**src/rtl/ssp_pkg.sv**
```systemverilog
package ssp_pkg;

  localparam int ADDR_W = 10;

  localparam logic [ADDR_W-1:0] A_CTL0 = 10'd0;
  localparam logic [ADDR_W-1:0] A_CTL1 = 10'd1;
  localparam logic [ADDR_W-1:0] A_DATA = 10'd2;
  localparam logic [ADDR_W-1:0] A_STAT = 10'd3;
  localparam logic [ADDR_W-1:0] A_PSC  = 10'd4;
  localparam logic [ADDR_W-1:0] A_MASK = 10'd5;
  localparam logic [ADDR_W-1:0] A_RAW  = 10'd6;
  localparam logic [ADDR_W-1:0] A_MIS  = 10'd7;

  typedef enum logic [1:0] {
    ENG_IDLE,
    ENG_REQ,
    ENG_RSP
  } eng_state_e;

  function automatic logic [7:0] id_byte(input logic [2:0] idx);
    case (idx)
      3'd0:    id_byte = 8'h22;
      3'd1:    id_byte = 8'h10;
      3'd2:    id_byte = 8'h04;
      3'd3:    id_byte = 8'h00;
      3'd4:    id_byte = 8'h0D;
      3'd5:    id_byte = 8'hF0;
      3'd6:    id_byte = 8'h05;
      default: id_byte = 8'hB1;
    endcase
  endfunction

endpackage

```
**src/rtl/ssp_fifo.sv**
```systemverilog
module ssp_fifo #(
  parameter int DW    = 16,
  parameter int DEPTH = 8,
  localparam int AW = (DEPTH > 1) ? $clog2(DEPTH) : 1,
  localparam int CW = $clog2(DEPTH + 1)
) (
  input  logic          clk,
  input  logic          rst_n,
  input  logic          push,
  input  logic [DW-1:0] push_data,
  input  logic          pop,
  output logic [DW-1:0] head,
  output logic [CW-1:0] count
);

  logic [DW-1:0] mem [DEPTH];
  logic [AW-1:0] wr_ptr, rd_ptr;

  function automatic logic [AW-1:0] bump(input logic [AW-1:0] p);
    bump = (p == AW'(DEPTH - 1)) ? '0 : p + 1'b1;
  endfunction

  always_ff @(posedge clk) begin
    if (push) mem[wr_ptr] <= push_data;
  end

  always_ff @(posedge clk or negedge rst_n) begin
    if (!rst_n) begin
      wr_ptr <= '0;
      rd_ptr <= '0;
      count  <= '0;
    end else begin
      if (push) wr_ptr <= bump(wr_ptr);
      if (pop)  rd_ptr <= bump(rd_ptr);
      case ({push, pop})
        2'b10:   count <= count + 1'b1;
        2'b01:   count <= count - 1'b1;
        default: count <= count;
      endcase
    end
  end

  assign head = mem[rd_ptr];

endmodule

```
**src/rtl/ssp_engine.sv**
```systemverilog
module ssp_engine
  import ssp_pkg::*;
#(
  parameter int DW = 16
) (
  input  logic          clk,
  input  logic          rst_n,
  input  logic          enable,
  input  logic          loopback,
  input  logic          tx_avail,
  input  logic          rx_space,
  input  logic [DW-1:0] tx_head,
  output logic          tx_pop,
  output logic          rx_push,
  output logic [DW-1:0] rx_word,
  output logic          in_flight,
  output logic          xreq_valid,
  input  logic          xreq_ready,
  output logic [DW-1:0] xreq_data,
  input  logic          xrsp_valid,
  output logic          xrsp_ready,
  input  logic [DW-1:0] xrsp_data
);

  eng_state_e state_q, state_d;
  logic       can_go;

  assign can_go = enable && tx_avail && rx_space;

  always_comb begin
    state_d = state_q;
    tx_pop  = 1'b0;
    rx_push = 1'b0;
    rx_word = tx_head;
    case (state_q)
      ENG_IDLE: begin
        if (can_go && loopback) begin
          tx_pop  = 1'b1;
          rx_push = 1'b1;
        end else if (can_go) begin
          state_d = ENG_REQ;
        end
      end
      ENG_REQ: begin
        if (xreq_ready) begin
          tx_pop  = 1'b1;
          state_d = ENG_RSP;
        end
      end
      ENG_RSP: begin
        rx_word = xrsp_data;
        if (xrsp_valid) begin
          rx_push = 1'b1;
          state_d = ENG_IDLE;
        end
      end
      default: state_d = ENG_IDLE;
    endcase
  end

  always_ff @(posedge clk or negedge rst_n) begin
    if (!rst_n) state_q <= ENG_IDLE;
    else        state_q <= state_d;
  end

  assign xreq_valid = (state_q == ENG_REQ);
  assign xreq_data  = tx_head;
  assign xrsp_ready = (state_q == ENG_RSP);
  assign in_flight  = (state_q != ENG_IDLE);

endmodule

```
**src/rtl/ssp_ctrl.sv**
```systemverilog
module ssp_ctrl
  import ssp_pkg::*;
#(
  parameter int DW         = 16,
  parameter int FIFO_DEPTH = 8,
  localparam int CW   = $clog2(FIFO_DEPTH + 1),
  localparam int HALF = FIFO_DEPTH / 2
) (
  input  logic              clk,
  input  logic              rst_n,
  input  logic              bus_en,
  input  logic              bus_we,
  input  logic [ADDR_W-1:0] bus_waddr,
  input  logic [15:0]       bus_wdata,
  output logic [15:0]       bus_rdata,
  output logic              xreq_valid,
  input  logic              xreq_ready,
  output logic [DW-1:0]     xreq_data,
  input  logic              xrsp_valid,
  output logic              xrsp_ready,
  input  logic [DW-1:0]     xrsp_data,
  output logic              irq
);

  logic [15:0]   ctrl0;
  logic [3:0]    ctrl1;
  logic [7:0]    psc;
  logic [3:0]    imsc;
  logic          ctrl_en, ctrl_lb;
  logic [DW-1:0] wmask;

  logic          wr_hit, rd_hit;
  logic          tx_push, tx_pop, rx_push, rx_pop, in_flight;
  logic [DW-1:0] tx_head, rx_head, rx_word;
  logic [CW-1:0] tx_cnt, rx_cnt;
  logic          tx_full, tx_empty, rx_full, rx_empty;
  logic [4:0]    status;
  logic [3:0]    raw_int;

  assign ctrl_en = ctrl1[1];
  assign ctrl_lb = ctrl1[0];
  assign wmask   = ~({DW{1'b1}} << ({1'b0, ctrl0[3:0]} + 5'd1));

  assign wr_hit = bus_en && bus_we;
  assign rd_hit = bus_en && !bus_we;

  always_ff @(posedge clk or negedge rst_n) begin
    if (!rst_n) begin
      ctrl0 <= '0;
      ctrl1 <= '0;
      psc   <= '0;
      imsc  <= '0;
    end else if (wr_hit) begin
      case (bus_waddr)
        A_CTL0:  ctrl0 <= bus_wdata;
        A_CTL1:  ctrl1 <= bus_wdata[3:0];
        A_PSC:   psc   <= bus_wdata[7:0];
        A_MASK:  imsc  <= bus_wdata[3:0];
        default: ;
      endcase
    end
  end

  assign tx_full  = (tx_cnt == CW'(FIFO_DEPTH));
  assign tx_empty = (tx_cnt == '0);
  assign rx_full  = (rx_cnt == CW'(FIFO_DEPTH));
  assign rx_empty = (rx_cnt == '0);

  assign tx_push = wr_hit && (bus_waddr == A_DATA) && !tx_full;
  assign rx_pop  = rd_hit && (bus_waddr == A_DATA) && !rx_empty;

  ssp_fifo #(.DW(DW), .DEPTH(FIFO_DEPTH)) u_txq (
    .clk       (clk),
    .rst_n     (rst_n),
    .push      (tx_push),
    .push_data (bus_wdata[DW-1:0] & wmask),
    .pop       (tx_pop),
    .head      (tx_head),
    .count     (tx_cnt)
  );

  ssp_fifo #(.DW(DW), .DEPTH(FIFO_DEPTH)) u_rxq (
    .clk       (clk),
    .rst_n     (rst_n),
    .push      (rx_push),
    .push_data (rx_word & wmask),
    .pop       (rx_pop),
    .head      (rx_head),
    .count     (rx_cnt)
  );

  ssp_engine #(.DW(DW)) u_eng (
    .clk        (clk),
    .rst_n      (rst_n),
    .enable     (ctrl_en),
    .loopback   (ctrl_lb),
    .tx_avail   (!tx_empty),
    .rx_space   (!rx_full),
    .tx_head    (tx_head),
    .tx_pop     (tx_pop),
    .rx_push    (rx_push),
    .rx_word    (rx_word),
    .in_flight  (in_flight),
    .xreq_valid (xreq_valid),
    .xreq_ready (xreq_ready),
    .xreq_data  (xreq_data),
    .xrsp_valid (xrsp_valid),
    .xrsp_ready (xrsp_ready),
    .xrsp_data  (xrsp_data)
  );

  assign status  = {(!tx_empty || in_flight), rx_full, !rx_empty, !tx_full, tx_empty};
  assign raw_int = {(tx_cnt <= CW'(HALF)), (rx_cnt >= CW'(HALF)), 2'b00};
  assign irq     = |(raw_int & imsc);

  always_comb begin
    bus_rdata = '0;
    if (rd_hit) begin
      if (bus_waddr[ADDR_W-1:3] == '1) begin
        bus_rdata = {8'h00, id_byte(bus_waddr[2:0])};
      end else begin
        case (bus_waddr)
          A_CTL0:  bus_rdata = ctrl0;
          A_CTL1:  bus_rdata = {12'h000, ctrl1};
          A_DATA:  bus_rdata = rx_empty ? 16'h0000 : 16'(rx_head);
          A_STAT:  bus_rdata = {11'h000, status};
          A_PSC:   bus_rdata = {8'h00, psc};
          A_MASK:  bus_rdata = {12'h000, imsc};
          A_RAW:   bus_rdata = {12'h000, raw_int};
          A_MIS:   bus_rdata = {12'h000, raw_int & imsc};
          default: bus_rdata = '0;
        endcase
      end
    end
  end

endmodule

```
**config.mk**
```make
export PLATFORM = sky130hd
export DESIGN_NAME = ssp_ctrl
export DESIGN_NICKNAME = d
export VERILOG_FILES = /design/src/rtl/ssp_pkg.sv /design/src/rtl/ssp_fifo.sv /design/src/rtl/ssp_engine.sv /design/src/rtl/ssp_ctrl.sv
export SDC_FILE = /design/constraint.sdc
export NUM_CORES = 1
export LEC_CHECK = 0
export BUFFER_PORTS_ARGS = -buffer_cell sky130_fd_sc_hd__buf_2
export CAP_MARGIN = 10
export CORE_ASPECT_RATIO = 0.75
export CORE_MARGIN = 3
export CORE_UTILIZATION = 45
export CTS_CLUSTER_SIZE = 20
export DETAILED_ROUTE_END_ITERATION = 10
export PLACE_DENSITY = 0.63
export SYNTH_ARGS = -nofsm -noshare
export SYNTH_HDL_FRONTEND = slang
export SYNTH_SLANG_ARGS = --single-unit
```
**constraint.sdc**
```tcl
create_clock -name clk -period 3.5 [get_ports clk]
set_input_delay 0.7 -clock clk [delete_from_list [all_inputs] [get_ports clk]]
set_output_delay 0.7 -clock clk [all_outputs]
set_load 0.05 [all_outputs]
```
Word level (Yosys, flattened, before mapping)
Memory sizes are Yosys's and may differ from the RTL's.
Index checks and enable logic that the tools add are counted.

word-level totals
  register bits after elaboration = 54
  RAM bits = 256
  input bits = 48
  output and inout bits = 35
  word-level logic and storage cells = 114
  memories = 2

memory list
  memory     words  bits a word  read ports  clocked after Yosys merged registers in  write ports  line            source
  u_rxq.mem  8      16           1           0                                        1            ssp_fifo.sv:16  logic [DW-1:0] mem [DEPTH];
  u_txq.mem  8      16           1           0                                        1            ssp_fifo.sv:16

operators by class
  add/subtract/negate cells = 9
  order comparisons = 2
  equal/unequal tests = 30
  shift operators = 1
  muxes and demuxes = 26
  bitwise gates (word level) = 4
  reductions and logical operators = 29

operators with widths
  operator                                               number
  one-hot mux 16 bit (8 select lines)                    1
  2-to-1 mux 16 bit                                      4
  one-hot mux 8 bit (7 select lines)                     1
  equality test 10 x 3 -> 1 bit (second input constant)  4
  AND 16 bit                                             2
  equality test 3 bit (second input constant)            7
  equality test 10 x 2 -> 1 bit (second input constant)  2
  inverter 16 bit                                        1
  one-hot mux 4 bit (2 select lines)                     2
  left shift 16 x 5 -> 16 bit (first input constant)     1
  adder 3 x 1 -> 3 bit (second input constant)           4
  2-to-1 mux 3 bit                                       4
  equality test 10 x 1 -> 1 bit (second input constant)  1
  zero test 10 bit                                       1
  logical AND 1 bit                                      9
  adder 4 x 1 -> 4 bit (second input constant)           2
  equality test 4 bit (second input constant)            2
  zero test 4 bit                                        2
  2-to-1 mux 2 bit                                       4
  AND reduction 2 bit                                    4
  subtractor 4 x 1 -> 4 bit (second input constant)      2
  equality test 7 bit (second input constant)            1
  2-to-1 mux 1 bit                                       7
  equality test 2 x 1 -> 1 bit (second input constant)   3
  18 further kinds                                       30

Logic depth before layout (Yosys ltp)
Gate-level depths: netlist of run 1.

  depth after elaboration = 9
  gate-level depth with buffers = 13
  mapped depth without buffers = 12

By module
From an unflattened synthesis of run 1, not the netlist that was laid out.

unflattened totals
  cell total of the unflattened synthesis = 811
  area, all modules = 14,114.8 sq um

by module, submodules not included
  module      times used  cells each  area each (sq um)  seq. area each (sq um)
  ssp_fifo    2           242         5,527.8            4,093.9
  ssp_ctrl    1           280         2,572.5            800.8
  ssp_engine  1           47          486.7              50.0

Worst setup path after synthesis of run 1
No wires, ideal clock.

  path kind = input port to output port
  from = input port bus_waddr[7]
  to = output port bus_rdata[5]
  arrival time = 3.107 ns
  data required time = 2.800 ns
  path slack = -0.307 ns
  cell stages on the path = 5
  buffers on the path = 1
  path through = nor4_1 > nand4_1 > buf_2 > o21a_1 > a311oi_1

on the way
  cells in the longest elaborated chain, start to end = 4
  elaborated cells between the ends (all ways) = 12
  those cells by class = 8 x eq/ne; 3 x mux; 1 x reduce/logical

ends and longest elaborated chain
  what                                                   line             source
  from (decl)                                            ssp_ctrl.sv:13   input logic [ADDR_W-1:0] bus_waddr,
  equality test 10 x 3 -> 1 bit (tied with other cells)  ssp_ctrl.sv:122  case (bus_waddr)
  one-hot mux 16 bit (8 select lines)                    ssp_ctrl.sv:122
  2-to-1 mux 16 bit *                                    ssp_ctrl.sv:119  if (bus_waddr[ADDR_W-1:3] == '1) begin
  2-to-1 mux 16 bit *                                    ssp_ctrl.sv:118  if (rd_hit) begin
  to (decl)                                              ssp_ctrl.sv:15   output logic [15:0] bus_rdata,

Mark *: on every way between the ends. The rest lies on a longest branch, timed or not.

Final worst setup path of run 1
  from = register u_rxq.count[1]
  to = output port bus_rdata[3]

on the way
  cells in the longest elaborated chain, start to end = 5
  elaborated cells between the ends (all ways) = 6
  those cells by class = 1 x eq/ne; 4 x mux; 1 x reduce/logical

ends and longest elaborated chain
  what                                   line             source
  from (decl)                            ssp_fifo.sv:13   output logic [CW-1:0] count
  from (signal assigned)                 ssp_fifo.sv:36   2'b10: count <= count + 1'b1;
  from (signal assigned)                 ssp_fifo.sv:37   2'b01: count <= count - 1'b1;
  from (signal assigned)                 ssp_fifo.sv:38   default: count <= count;
  zero test 4 bit                        ssp_ctrl.sv:67   assign rx_empty = (rx_cnt == '0);
  2-to-1 mux 16 bit                      ssp_ctrl.sv:125  A_DATA: bus_rdata = rx_empty ? 16'h0000 : 16'(rx_head);
  one-hot mux 16 bit (8 select lines) *  ssp_ctrl.sv:122
  2-to-1 mux 16 bit *                    ssp_ctrl.sv:119
  2-to-1 mux 16 bit *                    ssp_ctrl.sv:118

Marks and branches as above.

==> metrics.md, run 1 <==
| Metric | Value |
|---|---|
| CTS tree | built |
| Root Driver | clkbuf_16 |
| Simple-gate area share of the yosys netlist | 7.59% |
| Startpoint class of the critical path | register |
| DRC violations left | 0 |
| Clk_skew | 0.00845 ns |
| Global-route wire length before repair | 49.1 mm |
| XOR/XNOR Fraction of Synth Area | 0.651% |
| Synth warn | 0 |
| Leading cell types in the layout, fill and taps excluded | edfxtp_1 (256), buf_2 (77), nor2_1 (69) |
| Clk sink count | 310 |
| Final period util | 98.0% |
| Worst R2R Setup Slack | 0.42 ns |
| Post-synth EDFFs | 256 |
| Largest cells by area after synthesis | edfxtp_1 (57%), mux4_2 (11%), dfrtp_1 (10%) |
| Flop pwr share | 52.0% |
| Seq cells post-synth | 310 |
| Final Core Density | 54.1% |
| Clock transition at path regs | 0.06 ns |
| CP endpoint kind | output pin |
| Worst-Skew Late Latency | 0.57 ns |
| Share of cells above drive strength 1 | 36.3% |
| Worst R2R Start | u_rxq.count[1]$_DFFE_PN0P_ |
| Hold Path Stages | 2 |
| CP Class | register to output pin |
| Total power | 7.80 mW |
| Area occupied by multi-input gates | 4310 µm² |
| Core area | 29300 µm² |
| Worst Reg-to-Reg Cells | 12 |
| Fin area | 15800 µm² |
| Logic pwr share | 6.1% |
| TNS Setup | 0 ns |
| IO buf count | 82 |
| Largest family of logic cells by synthesized area | multiplexers |
| Int Power | 6.06 mW |
| Most common cell after layout, fill and taps aside | edfxtp_1 |
| Status | completed |
| Antenna cells | 0 |
| TritonCTS Buffers | 31 |
| GRT met2 Usage | 29.8% |
| Syn avg cell area | 16.6 µm² |
| Leak Pwr | 5.74 nW |
| Vias in the first global route | 7775 |
| Adder-cell share of the synthesized area | 1.58% |
| Initial antenna violation count | 0 |
| Net Sw Frac | 22.3% |
| Largest area contributor in the netlist | edfxtp_1 |
| Synthesized area | 13500 µm² |
| Largest net degree at the start of global routing | 45 |
| Filler Cell Count | 2363 |
| I/O Pins | 83 |
| Slew headroom | 21.0% |
| Clk buf depth | 3 |
| Yosys cell types | 58 |
| Placer Congestion | 0.853 |
| Pwr dens | 493 nW/µm² |
| Drt first pass iters | 5 |
| Worst Tran Pin Value | 1.18 ns |
| Placed cell areas | 14700 µm² |
| Cts hold-fix bufs | 0 |
| Predominant post-synthesis flop cell | edfxtp_1 |
| H-tree depth | 1 |
| Type of the most critical hold path | input pin to register |
| Vias per std cell | 5.76 |
| Initial Utilization | 46.0% |
| Max-Cap Viols | 0 |
| Seq/Total Area, Yosys | 67.2% |
| Met1 Use GR | 32.8% |
| Number of nets still failing antenna checks after routing | 0 |
| Sw Pwr | 1.74 mW |
| Min-delay src | xrsp_valid |
| Required @ worst endpoint | 2.80 ns |
| Final-report max-slew violation count | 0 |
| Setup-failing EPs final | 0 |
| Routing usage on met3 | 3.63% |
| Die height | 156 µm |
| IR drop worst, VDD | 0.000330 V |
| Dpl hpwl | 21.5 mm |
| Multiplexer area fraction after synthesis | 17.5% |
| Die W | 206 µm |
| Max frequency | 292 MHz |
| Synth top area share | 57.1% |
| GRT Util Overall | 20.4% |
| Row cnt | 54 |
| Avg WL per Cell | 23.9 µm |
| Clock group share of total power | 42.0% |
| Nets | 1005 |
| Synth Area in Compound Gates | 3.63% |
| GRT Max-Usage Layer | met1 |
| CP arrival | 2.73 ns |
| Fin. Hold Viols | 0 |
| Post-synth ARST share | 17.4% |
| Gr ovfl total | 0 |
| Cells after synthesis | 810 |
| Area delta synth->final | 17.7% |
| Register area | 9050 µm² |
| Die area | 32000 µm² |
| Min cycle time layout | 3.43 ns |
| Via Count | 7822 |
| Drt total wl | 32.5 mm |
| WHS Endpoint | u_eng.state_q[1]$_DFFE_PN0P_ |
| Starting DRT DRC Count | 769 |
| Reg-to-Reg End | u_rxq.count[2]$_DFFE_PN0P_ |
| Maximum fanout along the worst path | 7 |
| Synthesized net count | 875 |
## metal layers
| metal | wire (µm) | share of wire [%] |
|---|---|---|
| met5 | 0 | 0 |
| met4 | 463 | 1.4 |
| met3 | 2390 | 7.4 |
| met2 | 14200 | 44 |
| met1 | 15400 | 47 |
## flip-flops by register name, summed over array words and instances, names as in the netlist
signal,flops
u_txq.wr_ptr,3
ctrl0,16
u_rxq.mem,128
u_txq.mem,128
u_txq.count,4
u_rxq.count,4
u_eng.state_q,2
ctrl1,4
u_rxq.wr_ptr,3
psc,8
imsc,4
u_txq.rd_ptr,3
u_rxq.rd_ptr,3
## metrics by stage
| step | setup WS [ns] | hold slack, ns | std cells |
|---|---|---|---|
| global placement | -0.0628 | 0.483 | 1296 |
| CTS | -0.0131 | 0.295 | 1354 |
| floorplan | 0.0135 | 0.404 | 810 |
| global route | -0.0163 | 0.310 | 1357 |
| detailed placement | -0.0829 | 0.490 | 1296 |
| finish | 0.0707 | 0.314 | 1357 |
## how the worst max path moves through the flow
stage	start	to	slack (ns)	cells after the start
floorplan	bus_waddr[3]	u_txq.mem[0][0]$_DFFE_PP_	0.01	6
global placement	bus_waddr[7]	bus_rdata[0]	-0.06	7
detailed placement	bus_waddr[7]	bus_rdata[0]	-0.08	7
CTS	bus_waddr[7]	bus_rdata[5]	-0.01	7
global route	u_rxq.rd_ptr[1]$_DFFE_PN0P_	bus_rdata[1]	-0.02	6
finish	u_rxq.count[1]$_DFFE_PN0P_	bus_rdata[3]	0.07	6
## power by group through the flow
stage	logic, mW	registers (mW)	clock network (mW)
after floorplan	0.336	4.10	0
after global placement	0.470	4.13	0
after detailed placement	0.473	4.13	0
after CTS	0.477	4.05	3.34
after global routing	0.518	4.06	3.51
final	0.475	4.06	3.27
## layout make-up
| class | instances | share of cell area, % |
|---|---|---|
| multi-input cells | 445 | 27.2 |
| inverters | 13 | 0.308 |
| well taps | 392 | 3.10 |
| clock inverters | 14 | 0.901 |
| repair buffers | 139 | 5.84 |
| clock buffers | 44 | 5.46 |
| flip-flops and latches | 310 | 57.2 |
## cells in the mapped netlist (all sizes together) (2+ instances only)
cell type and number:
edfxtp 256, and3 3, xor2 6, o21ai 10
ha 17, or4 4, nand2 24, a221oi 7
a21boi 5, inv 13, or4b 2, nor4 8
nand2b 9, o311ai 2, mux2i 25, a211oi 2
and2 3, a22oi 2, or2 7, mux2 59
nor3b 7, nand3b 2, xnor2 4, o21a 2
nor3 26, mux4 64, dfrtp 54, clkbuf 17
buf 25, o211ai 2, nand4 6, nor2 69
or3 4, a21oi 26, nor2b 12, nand3 7
a31oi 3, a2111oi 2, o22ai 4, o32a 2
## worst max-delay path: stages (launching register included)
cell,delay (ns)
dfrtp_1,0.46
or4b_1,0.61
or3_1,0.36
a21oi_2,0.18
nor4_2,0.07
a211oi_2,0.26
buf_6,0.21
## repair_timing
item,CTS,global route
setup buffers,0,3
endpoints found under the setup margin,13,12
resized for setup,10,11
pin swaps,0,1
hold endpoints to repair,0,0
## logic make-up (layout without fill, tap and decap cells)
group,Yosys count,after routing
adders and majority gates,17,17
buffers and inverters,55,210
DFF,310,310
AOI/OAI and AO/OA,75,75
muxes,148,148
and+or+nand+nor,195,195
xor gates and xnor gates,10,10
Power figures use the tool's default switching activity.
==> run 2, diff against run 1 <==
--- a/config.mk
+++ b/config.mk
@@ -5,7 +5,7 @@
 export SDC_FILE = /design/constraint.sdc
 export NUM_CORES = 1
 export LEC_CHECK = 0
-export BUFFER_PORTS_ARGS = -buffer_cell sky130_fd_sc_hd__buf_2
+export BUFFER_PORTS_ARGS = -buffer_cell sky130_fd_sc_hd__clkbuf_2
 export CAP_MARGIN = 10
 export CORE_ASPECT_RATIO = 0.75
 export CORE_MARGIN = 3
==> run 2 against run 1 <==
- core utilization grew 0.84 points
- count of clock-buffer cells in the layout shrank 10
- sequential share of layout area shrank 0.88 points
- clock power is essentially flat
- flip-flop and latch count is the same
- wire length shrank 1.9%
- fmax grew 0.81%
- critical endpoint is now bus_rdata[7]
==> metrics.md, run 2 (synthesized netlist as in run 1, its figures left out) <==
| Metric | Value |
|---|---|
| Status | completed |
| Clk buf depth | 3 |
| Area occupied by multi-input gates | 4320 µm² |
| Vias per std cell | 5.68 |
| Clk sink count | 310 |
| Area delta synth->final | 19.5% |
| Fin. Hold Viols | 0 |
| Gr ovfl total | 0 |
| Final period util | 97.2% |
| Vias in the first global route | 7763 |
| Worst Tran Pin Value | 1.07 ns |
| Die height | 156 µm |
| Setup-failing EPs final | 0 |
| Worst-Skew Late Latency | 0.56 ns |
| Cell repeated most along the worst path | buf_4 |
| Via Count | 7695 |
| IR drop worst, VDD | 0.000380 V |
| Initial antenna violation count | 0 |
| Pwr dens | 488 nW/µm² |
| Clock transition at path regs | 0.07 ns |
| Maximum fanout along the worst path | 4 |
| Crit-path leading delay family | simple AND/OR/NAND/NOR gates |
| I/O Pins | 83 |
| Worst R2R Setup Slack | 0.42 ns |
| Row cnt | 54 |
| Root Driver | clkbuf_16 |
| Drt first pass iters | 5 |
| Die W | 206 µm |
| Starting DRT DRC Count | 767 |
| Share of cells above drive strength 1 | 37.0% |
| Leading cell types in the layout, fill and taps excluded | edfxtp_1 (256), nor2_1 (69), clkbuf_2 (67) |
| Max-Cap Viols | 0 |
| Worst R2R Start | u_txq.count[2]$_DFFE_PN0P_ |
| Leak Pwr | 5.79 nW |
| Setup ws final | 0.0984 ns |
| Worst Reg-to-Reg Cells | 12 |
| Reg-to-Reg End | u_rxq.count[2]$_DFFE_PN0P_ |
| Global-route wire length before repair | 48.7 mm |
| Drt total wl | 31.9 mm |
| Die area | 32000 µm² |
| Antenna cells | 0 |
| Critical path's largest stage delay | 0.40 ns |
| Initial Utilization | 46.0% |
| Avg WL per Cell | 23.5 µm |
| WP depth | 8 |
| Slowest CP cell | a221oi_2 |
| DRC violations left | 0 |
| Largest net degree at the start of global routing | 38 |
| CP Class | input pin to output pin |
| Type of the most critical hold path | input pin to asynchronous set/reset pin |
| WP buf/inv | 4 |
| Biggest regs | u_rxq.mem (128), u_txq.mem (128), ctrl0 (16) |
| TritonCTS Buffers | 29 |
| CP endpoint kind | output pin |
| Startpoint class of the critical path | input pin |
| Placed cells | 1297 |
| Crit path cell chain | clkbuf_2, nor4_4, buf_4, nand4_1, buf_4, or2_2, a221oi_2, buf_12 |
| Register area | 9050 µm² |
| Number of nets still failing antenna checks after routing | 0 |
| RSZ-0062 raised after global routing | false |
| Final-report max-slew violation count | 0 |
| Most common cell after layout, fill and taps aside | edfxtp_1 |
| Dpl hpwl | 21.4 mm |
| Slew headroom | 28.4% |
| Required @ worst endpoint | 2.80 ns |
| CP arrival | 2.70 ns |
| GRT Util Overall | 20.3% |
| H-tree depth | 1 |
| Clk_skew | 0.0122 ns |
| Core area | 29300 µm² |
| IO buf count | 82 |
| Pre-CTS WS | -0.106 ns |
| CTS tree | built |
| Min cycle time layout | 3.40 ns |
| Placer Congestion | 0.839 |
| Filler Cell Count | 2321 |
| Max frequency | 294 MHz |
| Non-Filler Instances | 1354 |
| Nets | 1004 |
[run 2: cell count changes in the layout (fill, tap and decap cells not counted), sizes merged]
cell / delta
buf: -64
clkbuf: +55
clkinv: +5
bufinv: +3
inv: -3
clkinvlp: +1
[run 2: per-stage QoR]
stage	hold slack, ns	util (%)	total power, mW	cell area (µm²)	setup TNS, ns
finish	0.331	55.0	7.84	16100	0
detailed placement	0.480	51.2	4.61	15000	-0.362
global placement	0.471	51.2	4.60	15000	-0.702
floorplan	0.404	-	4.44	13500	0
global route	0.335	55.0	8.12	16100	0
CTS	0.316	54.8	7.90	16000	0
[run 2: final cells by class]
cell class / count / share of cell area (%)
repair buffers: 140 / 7.23
multi-input cells: 445 / 26.9
flip-flops and latches: 310 / 56.3
clock buffers: 34 / 4.76
well taps: 392 / 3.05
inverters: 13 / 0.304
clock inverters: 20 / 1.49
[run 2: per-layer routing]
layer	vias up	routed length (µm)	global-route usage, %
met5	-	0	0
li1	3453	-	-
met1	3915	15200	32.3
met4	0	580	3.64
met2	284	13800	29.7
met3	43	2250	3.65
[run 2: power breakdown]
group          internal (mW)  total (mW)  switching (mW)
combinational          0.199       0.485           0.287
clock                   1.94        3.30            1.36
sequential              3.99        4.05          0.0581
total                   6.13        7.84            1.71
[run 2: worst reg2reg max path, stage by stage (launching register included)]
cell,delay (ns)
dfrtp_1,0.45
or4_4,0.60
nand4_1,0.14
o21a_1,0.38
nor2_1,0.17
inv_1,0.11
ha_1,0.29
xor2_1,0.11
ha_1,0.18
a21oi_1,0.14
xor2_1,0.18
nor2_1,0.07
xor2_1,0.14
[run 2: what timing repair did]
item                                    in CTS  in global routing
pin swaps                                    1                  2
gates resized for setup                      7                  9
buffers inserted                             0                  3
endpoints found under the setup margin       7                  7
hold buffers                                 0                  0
[run 2: worst max-delay path by stage]
| stage | start | slack [ns] | to |
|---|---|---|---|
| 3_5_place_dp | bus_waddr[7] | -0.11 | bus_rdata[3] |
| 5_1_grt | u_txq.count[2]$_DFFE_PN0P_ | 0.003 | bus_rdata[0] |
| 6_report | bus_waddr[7] | 0.1 | bus_rdata[7] |
| 2_1_floorplan | bus_waddr[3] | 0.01 | u_txq.mem[0][0]$_DFFE_PP_ |
| 4_1_cts | bus_waddr[7] | 0.005 | bus_rdata[5] |
| 3_3_place_gp | bus_waddr[7] | -0.14 | bus_rdata[3] |
